## src/rtl/ee_pkg.sv

```systemverilog
// Shared types for the two-wire memory slave.
// Assumes an 8-bit data path and a 3-bit strap select.
package ee_pkg;

    localparam logic [3:0] DEV_TYPE = 4'b1010;
    localparam int         DATA_W   = 8;

    // Protocol position of the slave
    typedef enum logic [3:0] {
        ST_IDLE,
        ST_DEV,
        ST_DEV_ACK,
        ST_AHI,
        ST_AHI_ACK,
        ST_ALO,
        ST_ALO_ACK,
        ST_WR,
        ST_WR_ACK,
        ST_RD,
        ST_RD_ACK,
        ST_HOLD
    } ee_state_t;

    // Action on the shared address pointer in one cycle
    typedef enum logic [1:0] {
        PTR_KEEP,
        PTR_LOAD,
        PTR_RD_INC,
        PTR_WR_INC
    } ee_ptr_op_t;

endpackage

```

## src/rtl/ee_bus_sync.sv

```systemverilog
// Bus line conditioner: two-flop synchronisers on SCL and SDA, plus
// one delayed copy of each for edge and bus-condition detection.
// Assumes both lines idle high; reset preloads the flops high so no
// spurious condition is seen when reset is released.
module ee_bus_sync (
    input  logic clk,
    input  logic rst_n,
    input  logic scl_i,
    input  logic sda_i,
    output logic sda_s,
    output logic scl_rise,
    output logic scl_fall,
    output logic start_det,
    output logic stop_det
);

    logic [1:0] scl_ff;
    logic [1:0] sda_ff;
    logic       scl_d;
    logic       sda_d;
    logic       scl_s;

    // Resynchronise the lines and keep one older sample
    always_ff @(posedge clk) begin
        if (!rst_n) begin
            scl_ff <= 2'b11;
            sda_ff <= 2'b11;
            scl_d  <= 1'b1;
            sda_d  <= 1'b1;
        end else begin
            scl_ff <= {scl_ff[0], scl_i};
            sda_ff <= {sda_ff[0], sda_i};
            scl_d  <= scl_ff[1];
            sda_d  <= sda_ff[1];
        end
    end

    // Decode clock edges and start/stop from synchronised samples
    always_comb begin
        scl_s     = scl_ff[1];
        sda_s     = sda_ff[1];
        scl_rise  = scl_s & ~scl_d;
        scl_fall  = ~scl_s & scl_d;
        start_det = scl_s & scl_d & sda_d & ~sda_s;
        stop_det  = scl_s & scl_d & ~sda_d & sda_s;
    end

endmodule

```

## src/rtl/ee_addr_ptr.sv

```systemverilog
// Shared address pointer. It loads a new address, steps across the whole
// array for reads, or steps inside the current page for writes.
// Assumes PAGE is a power of two no larger than the array.
module ee_addr_ptr
    import ee_pkg::*;
#(
    parameter int ADDR_W = 8,
    parameter int PAGE   = 64
) (
    input  logic              clk,
    input  logic              rst_n,
    input  ee_ptr_op_t        op,
    input  logic [ADDR_W-1:0] load_val,
    output logic [ADDR_W-1:0] ptr
);

    localparam logic [ADDR_W-1:0] PG_MASK = ADDR_W'(PAGE - 1);

    logic [ADDR_W-1:0] step;

    // Next address before any page folding
    always_comb step = ptr + 1'b1;

    // Apply the requested pointer action
    always_ff @(posedge clk) begin
        if (!rst_n) begin
            ptr <= '0;
        end else begin
            case (op)
                PTR_LOAD:   ptr <= load_val;
                PTR_RD_INC: ptr <= step;
                PTR_WR_INC: ptr <= (ptr & ~PG_MASK) | (step & PG_MASK);
                default:    ptr <= ptr;
            endcase
        end
    end

endmodule

```

## src/rtl/ee_byte_array.sv

```systemverilog
// Byte store with one synchronous write port and one combinational
// read port. Contents are not reset. Assumes DEPTH is a power of two.
module ee_byte_array #(
    parameter int DEPTH  = 256,
    parameter int ADDR_W = 8,
    parameter int DATA_W = 8
) (
    input  logic              clk,
    input  logic              we,
    input  logic [ADDR_W-1:0] addr,
    input  logic [DATA_W-1:0] wdata,
    output logic [DATA_W-1:0] rdata
);

    logic [DATA_W-1:0] mem [DEPTH];

    // Store a byte when the write strobe is set
    always_ff @(posedge clk) begin
        if (we) mem[addr] <= wdata;
    end

    // Present the byte at the pointer
    always_comb rdata = mem[addr];

endmodule

```

## src/rtl/ee_i2c_slave.sv

```systemverilog
// Two-wire serial memory slave. It decodes the device byte and the
// two-byte word address, then serves reads, sequential reads, page
// writes and pointer loads through one shared pointer.
// Assumes an open-drain pad outside: sda_oe = 1 pulls the wire low, and
// sda_i returns the wired level. DEPTH and PAGE are powers of two, with
// PAGE <= DEPTH <= 65536.
module ee_i2c_slave
    import ee_pkg::*;
#(
    parameter int DEPTH = 256,
    parameter int PAGE  = 64
) (
    input  logic       clk,
    input  logic       rst_n,
    input  logic       scl_i,
    input  logic       sda_i,
    input  logic [2:0] sel_i,
    output logic       sda_oe
);

    localparam int ADDR_W = $clog2(DEPTH);

    logic              sda_s;
    logic              scl_rise;
    logic              scl_fall;
    logic              start_det;
    logic              stop_det;

    ee_state_t         state;
    logic [3:0]        bit_cnt;
    logic [7:0]        shreg;
    logic [7:0]        txreg;
    logic [7:0]        hi_byte;
    logic              rw;
    logic              m_ack;
    logic              oe_q;

    ee_ptr_op_t        ptr_op;
    logic              mem_we;
    logic [ADDR_W-1:0] ptr_q;
    logic [ADDR_W-1:0] load_val;
    logic [7:0]        rdata;
    logic              quiet;
    logic              byte_end;

    ee_bus_sync u_sync (
        .clk       (clk),
        .rst_n     (rst_n),
        .scl_i     (scl_i),
        .sda_i     (sda_i),
        .sda_s     (sda_s),
        .scl_rise  (scl_rise),
        .scl_fall  (scl_fall),
        .start_det (start_det),
        .stop_det  (stop_det)
    );

    ee_addr_ptr #(
        .ADDR_W (ADDR_W),
        .PAGE   (PAGE)
    ) u_ptr (
        .clk      (clk),
        .rst_n    (rst_n),
        .op       (ptr_op),
        .load_val (load_val),
        .ptr      (ptr_q)
    );

    ee_byte_array #(
        .DEPTH  (DEPTH),
        .ADDR_W (ADDR_W),
        .DATA_W (DATA_W)
    ) u_mem (
        .clk   (clk),
        .we    (mem_we),
        .addr  (ptr_q),
        .wdata (shreg),
        .rdata (rdata)
    );

    // Word address assembled from both bytes, upper bits dropped
    always_comb load_val = ADDR_W'({hi_byte, shreg});

    // Pointer and write strobes for the current cycle
    always_comb begin
        quiet    = !start_det && !stop_det;
        byte_end = quiet && scl_fall && (bit_cnt == 4'd8);
        ptr_op   = PTR_KEEP;
        mem_we   = 1'b0;
        if (byte_end && state == ST_ALO) begin
            ptr_op = PTR_LOAD;
        end else if (byte_end && state == ST_WR) begin
            ptr_op = PTR_WR_INC;
            mem_we = 1'b1;
        end else if (quiet && scl_fall && state == ST_DEV_ACK && rw) begin
            ptr_op = PTR_RD_INC;
        end else if (quiet && scl_fall && state == ST_RD_ACK && m_ack) begin
            ptr_op = PTR_RD_INC;
        end
    end

    // Protocol sequencer: bit counting, acknowledge and data drive
    always_ff @(posedge clk) begin
        if (!rst_n) begin
            state   <= ST_IDLE;
            bit_cnt <= '0;
            shreg   <= '0;
            txreg   <= '0;
            hi_byte <= '0;
            rw      <= 1'b0;
            m_ack   <= 1'b0;
            oe_q    <= 1'b0;
        end else if (start_det) begin
            state   <= ST_DEV;
            bit_cnt <= '0;
            oe_q    <= 1'b0;
        end else if (stop_det) begin
            state   <= ST_IDLE;
            bit_cnt <= '0;
            oe_q    <= 1'b0;
        end else begin
            case (state)
                ST_DEV, ST_AHI, ST_ALO, ST_WR: begin
                    if (scl_rise && bit_cnt < 4'd8) begin
                        shreg   <= {shreg[6:0], sda_s};
                        bit_cnt <= bit_cnt + 1'b1;
                    end else if (byte_end) begin
                        bit_cnt <= '0;
                        if (state == ST_DEV) begin
                            if (shreg[7:4] == DEV_TYPE && shreg[3:1] == sel_i) begin
                                rw    <= shreg[0];
                                oe_q  <= 1'b1;
                                state <= ST_DEV_ACK;
                            end else begin
                                state <= ST_IDLE;
                            end
                        end else if (state == ST_AHI) begin
                            hi_byte <= shreg;
                            oe_q    <= 1'b1;
                            state   <= ST_AHI_ACK;
                        end else if (state == ST_ALO) begin
                            oe_q  <= 1'b1;
                            state <= ST_ALO_ACK;
                        end else begin
                            oe_q  <= 1'b1;
                            state <= ST_WR_ACK;
                        end
                    end
                end
                ST_DEV_ACK: begin
                    if (scl_fall) begin
                        if (rw) begin
                            txreg   <= rdata;
                            oe_q    <= ~rdata[7];
                            bit_cnt <= 4'd1;
                            state   <= ST_RD;
                        end else begin
                            oe_q  <= 1'b0;
                            state <= ST_AHI;
                        end
                    end
                end
                ST_AHI_ACK: begin
                    if (scl_fall) begin
                        oe_q  <= 1'b0;
                        state <= ST_ALO;
                    end
                end
                ST_ALO_ACK, ST_WR_ACK: begin
                    if (scl_fall) begin
                        oe_q  <= 1'b0;
                        state <= ST_WR;
                    end
                end
                ST_RD: begin
                    if (scl_fall) begin
                        if (bit_cnt == 4'd8) begin
                            oe_q  <= 1'b0;
                            state <= ST_RD_ACK;
                        end else begin
                            oe_q    <= ~txreg[6];
                            txreg   <= {txreg[6:0], 1'b0};
                            bit_cnt <= bit_cnt + 1'b1;
                        end
                    end
                end
                ST_RD_ACK: begin
                    if (scl_rise) begin
                        m_ack <= ~sda_s;
                    end else if (scl_fall) begin
                        if (m_ack) begin
                            txreg   <= rdata;
                            oe_q    <= ~rdata[7];
                            bit_cnt <= 4'd1;
                            state   <= ST_RD;
                        end else begin
                            oe_q  <= 1'b0;
                            state <= ST_HOLD;
                        end
                    end
                end
                default: begin
                    oe_q <= 1'b0;
                end
            endcase
        end
    end

    // Drive the open-drain enable from its register
    always_comb sda_oe = oe_q;

endmodule

```

## config.mk

```make
export PLATFORM = sky130hd
export DESIGN_NAME = ee_i2c_slave
export DESIGN_NICKNAME = d
export VERILOG_FILES = /design/src/rtl/ee_pkg.sv /design/src/rtl/ee_bus_sync.sv /design/src/rtl/ee_addr_ptr.sv /design/src/rtl/ee_byte_array.sv /design/src/rtl/ee_i2c_slave.sv
export SDC_FILE = /design/constraint.sdc
export NUM_CORES = 2
export LEC_CHECK = 0
export BUFFER_PORTS_ARGS = -buffer_cell sky130_fd_sc_hd__buf_2
export CAP_MARGIN = 20
export CORE_UTILIZATION = 45
export DETAILED_ROUTE_END_ITERATION = 12
export SYNTH_ARGS = -nofsm -noshare
export SYNTH_HDL_FRONTEND = slang
export SYNTH_SLANG_ARGS = --single-unit
```

## constraint.sdc

```tcl
create_clock -name clk -period 8 [get_ports clk]
set_clock_uncertainty 0.15 [all_clocks]
set_input_delay 0.4 -clock clk [delete_from_list [all_inputs] [get_ports clk]]
set_output_delay 0.4 -clock clk [all_outputs]
set_load 0.02 [all_outputs]
```

# Word-level counts from Yosys, hierarchy flattened
# Memory sizes are Yosys's and may differ from the RTL's. A register that Yosys moved wholly into a read port is not among the register bits.
# Cells that the tools add are included.
# W data, S select, Z words.
# op_classes
add_sub_neg	2
magnitude_cmp	1
n_eq_ne	40
muxes	60
n_bitwise	18
reduce_logical	30
# ops
cell	count
$mux W4	22
$mux W7	7
$ne A4 B4 Y1 const B	9
$reduce_and A10 Y1	3
$ne A2 B2 Y1 const B	12
$pmux W4 S6	1
$pmux W8 S3	1
$pmux W7 S3	1
$eq A4 B4 Y1 const B	5
$mux W1	18
$eq A4 B3 Y1 const B	4
$mux W8	2
$pmux W4 S4	1
$mux W2	6
$logic_and A1 B1 Y1	11
$not A1 Y1	10
$reduce_and A9 Y1	1
$add A8 B1 Y8 const B	1
$eq A4 B2 Y1 const B	2
$or A8 B6 Y8	1
$reduce_and A4 Y1	2
$reduce_and A8 Y1	1
$reduce_bool A8 Y1	1
$and A1 B1 Y1	7
17 further kinds	22
# totals
register_bits	40
mem_bits_rw	2048
inputBits	7
wordCells	165
mem_count	1
# memory_table
memory	depth	width	rd	rd_clocked_by_memory_dff	wr	line	rtl
u_mem.mem	256	8	1	1	1	ee_byte_array.sv:15	logic [DATA_W-1:0] mem [DEPTH];

# Longest topological paths before layout
# depth
ltp_word	16
depth_mapped	12
depth_no_buf	8

# Cells and area by module
# From an unflattened synthesis, not the netlist that was laid out.
# hier_totals
hier_cells	3796
area_unflattened_um2	80617.3
# by_module_without_submodules
mod	n_inst	cells_each	area_each_um2	seq_area_each_um2
ee_byte_array	1	3539	78332.6	61499.0
ee_i2c_slave	1	188	1640.3	520.5
ee_addr_ptr	1	53	454.2	160.2
ee_bus_sync	1	16	190.2	120.1

# Worst setup path before layout
# OpenSTA, ideal clock, no wires.
# synth_path
path_type	register to register
startpoint	reg shreg[7] (netlist: load_val[7])
endpoint	reg oe_q (netlist: sda_oe)
setup_ns	0.140
t_arrival_ns	4.739
required_time_ns	7.710
setup_slack_ns	2.971
stages_incl_launch_ff	7
period_less_slack_ns	5.029
path_cell_list	dfxtp_1 nor4bb_1 nand4_1 a32oi_1 o211ai_1 a31oi_1 a311oi_1
# synth_between
elab_chain_cells	4
# synth_rtl
item	line	rtl
start, declared	ee_i2c_slave.sv:31	logic [7:0] shreg;
start signal, assigned	ee_i2c_slave.sv:125	shreg <= {shreg[6:0], sda_s};
$eq A4 B4 Y1	ee_i2c_slave.sv:130	if (shreg[7:4] == DEV_TYPE && shreg[3:1] == sel_i) begin
$logic_and A1 B1 Y1	ee_i2c_slave.sv:130	
$ne A3 B3 Y1 (no source line)	--	
$reduce_and A8 Y1 (no source line)	--	
end signal, assigned	ee_i2c_slave.sv:154	oe_q <= ~rdata[7];
end signal, assigned	ee_i2c_slave.sv:181	oe_q <= ~txreg[6];
end signal, assigned	ee_i2c_slave.sv:193	oe_q <= ~rdata[7];
end, declared	ee_i2c_slave.sv:36	logic oe_q;
# Every way passes these cells.
# A chain may end at the register's enable or synchronous reset.

==> flow_metrics.py <==
metrics = {
    "worst_setup_path": {
        "crit_path_max_incr_delay_ps": 740,
        "critical_path.top_delay_family": "buffers and inverters",
        "ff2ff_path_depth": 9,
        "path_cells": "buf_12 > buf_4 > buf_4 > mux4_2 > o22ai_1 > a211oi_1 > and3_1 > o311ai_0 > a31oi_1",
        "cp_slowest_cell": "o311ai_0",
        "critical_path.most_common_cell": "buf_4",
        "crit_type": "flip-flop to flip-flop",
        "reg2reg_slack_ps": 3330,
        "critPathArrivalTime_ps": 5210,
        "crit_path_max_fanout": 80,
        "cp_num_buf_inv": 3,
        "cp-end-kind": "flip-flop",
        "required_ps": 8540,
        "worstSetupStartpointType": "flip-flop",
        "worstReg2RegEnd": "txreg[1]",
    },
    "floorplan": {
        "core_sq_um": 179000,
        "rows": 155,
        "die_w_um": 428,
        "initial_utilization_pct": 45.5,
        "die_y_um": 428,
        "io_pins": 8,
        "die-area_sq_um": 183000,
    },
    "min_path": {
        "hold_path_depth": 6,
        "min_from": "sel_i[1]",
        "hold_path_end": "rw",
        "hp-class": "input pin to flip-flop",
    },
    "cts": {
        "cts_buffer_depth": 3,
        "cts_resized": 0,
        "clk_latency_ps": 850,
        "clk_pin_slew_ps": 70,
        "cts_setup_buffers": 0,
        "ctsHoldBuffers": 5,
        "cts_buffers": 208,
        "clockRootBuffer": "clkbuf_16",
        "htreeDepth": 4,
        "cts_tree": "done",
        "clock-sinks": 2096,
    },
    "timing": {
        "fin_setup_tns_ps": 0,
        "post-route-min-period_ps": 4670,
        "finalHoldViolCount": 0,
        "post-route-period-util_pct": 58.3,
        "fmaxAchievable_mhz": 214,
        "rsz0062_at_grt": "no",
        "maxSlewViolCount": 0,
        "slew_headroom_pct": 18.1,
        "worst_slew_pin_slew_ps": 1200,
        "setup_viol": 0,
    },
    "detailed_routing": {
        "num_vias": 39920,
        "routed.top_layer": "met5",
        "dr_wl_met3_um": 14100,
        "routedWlPerCell_um": 32.0,
        "drt_wl_total_um": 207000,
        "drc_errors": 0,
        "met1_length_um": 87300,
        "firstDrtPassIters": 6,
        "ant_nets": 0,
        "wl_met2_um": 99200,
        "vias_per_cell": 6.16,
        "detail_route.iter0.violations": 4919,
    },
    "placed_design": {
        "dpl_cell_area_sq_um": 84300,
        "numPortBuffers": 7,
        "gp_congestion": 0.882,
        "place_hpwl_um": 122000,
    },
    "global_routing": {
        "antenna_found_initial": 6,
        "grt_pass1_wl_um": 296000,
        "grt_pass1_vias": 39991,
        "grt_max_degree": 147,
        "grt_use_total_pct": 22.8,
        "grt_overflow_total": 0,
    },
    "power": {
        "powerDensity_nw_per_um2": 234,
        "power.leakage_uw": 0.0274,
        "peakVddDrop_v": 0.000207,
    },
    "cells_and_area": {
        "final_cell_mix": "edfxtp_1, mux4_2, nor2_1",
        "final_common_cell": "edfxtp_1",
        "finalInstanceArea_sq_um": 91000,
        "finalNetCount": 3977,
        "drive_above_1_share_pct": 24.3,
        "area_growth_pct": 11.5,
    },
    "yosys": {
        "ys.flop_type": "edfxtp_1",
        "syn_inst": 3877,
        "syn_nets": 3890,
        "synth_edf_count": 2048,
        "netlist_area_sq_um": 81600,
        "ys_seq_area_share_pct": 76.6,
        "ys_ff_latch": 2096,
        "synth_area_per_cell_sq_um": 21.0,
        "ys_types": 67,
        "yosys_warnings": 0,
        "async_flop_share_pct": 0,
    },
    "outcome": {
        "status": "completed",
    },
    "job": {
        "cap_violations": 0,
    },
}
synth_stat cells (7+ instances only):
master	instances	area share (%)
edfxtp_1	2048	75
mux4_2	509	14
nor2_1	294	1.4
clkbuf_1	116	0.53
nand2_1	88	0.41
mux2_2	78	1.1
mux2i_1	69	0.85
o22ai_1	64	0.49
buf_2	57	0.35
nand3_1	55	0.34
a21oi_1	49	0.30
dfxtp_1	48	1.2
buf_4	32	0.29
o21ai_0	30	0.18
nor2b_1	25	0.19
a211oi_1	22	0.20
a22oi_1	21	0.19
buf_1	20	0.092
a222oi_1	18	0.22
a31oi_1	14	0.11
a221oi_1	13	0.14
nand2b_1	13	0.10
or3_1	12	0.092
buf_6	11	0.15
o211ai_1	11	0.10
and3_1	10	0.077
inv_1	10	0.046
nand4_1	10	0.077
nand3b_1	9	0.083
o2111ai_1	8	0.086
a22o_1	7	0.075
a311oi_1	7	0.075
o311ai_0	7	0.075
logic make-up (layout without fill, tap and decap cells):
group / Yosys count / in the layout / synth area share [%]
AO/OA/AOI/OAI: 311 / 311 / 2.68
XOR/XNOR: 4 / 4 / 0.0430
adder cells (fa/ha/maj): 6 / 6 / 0.0920
buffers and inverters: 248 / 495 / 1.48
flip-flops: 2096 / 2096 / 76.6
multiplexers: 659 / 659 / 16.1
other: 0 / 1 / 0
AND/OR/NAND/NOR: 553 / 553 / 3.05
area by class of cell:
type	count	area, sq um
diodes	1	2.50
clock buffers	259	5400
clock inverters	111	1020
fillers	14270	88200
inverters	12	47.5
multi-input cells	1533	18000
flip-flops and latches	2096	62500
well taps	2355	2950
repair buffers	113	1070
worst max path at each step:
stage,startpoint,end,slack [ps],cells past startpoint
floorplan,load_val[7],sda_oe,2970,6
global placement,flip-flop,txreg[1],3300,9
detailed placement,flip-flop,txreg[1],3290,9
CTS,flip-flop,txreg[1],3290,9
global route,flip-flop,sda_oe,3070,8
finish,flip-flop,txreg[1],3330,9
per-layer routing:
layer | track usage, % | vias to the layer above
met4 | 7.56 | 2
met1 | 32.6 | 21556
met5 | 0 | -
met3 | 3.76 | 332
met2 | 36.0 | 1642
li1 | - | 16388
state kept, by name, summed over array words and instances (netlist names), named ones only:
register	count
load_val	8
rw	1
sda_oe	1
u_sync.scl_d	1
txreg	7
u_sync.sda_ff	2
u_mem.mem	2048
u_ptr.ptr	8
u_sync.scl_ff	2
bit_cnt	4
m_ack	1
u_sync.sda_d	1
state	4
worst min-delay path: cells and delay by family:
family,cells,cell delay (ps)
compound gates,1,50
buf+inv,1,90
xor+xnor,1,50
simple gates,3,520
power breakdown:
group / total, uW / internal, uW / switching, uW
combinational: 56.1 / 21.6 / 34.5
clock: 9350 / 5180 / 4170
sequential: 11900 / 11900 / 14.4
total: 21300 / 17100 / 4220
per-stage QoR:
step	hold WS [ps]	total power, uW	setup slack (ps)	instances	utilization, %
after floorplan	236	12100	2970	3877	-
after global placement	257	12200	3300	6093	47.0
after detailed placement	262	12200	3290	6095	47.0
after CTS	119	21400	3290	6470	50.7
after global routing	122	21800	3070	6479	50.8
final	177	21300	3330	6480	50.8
Power figures use the tool's default switching activity.
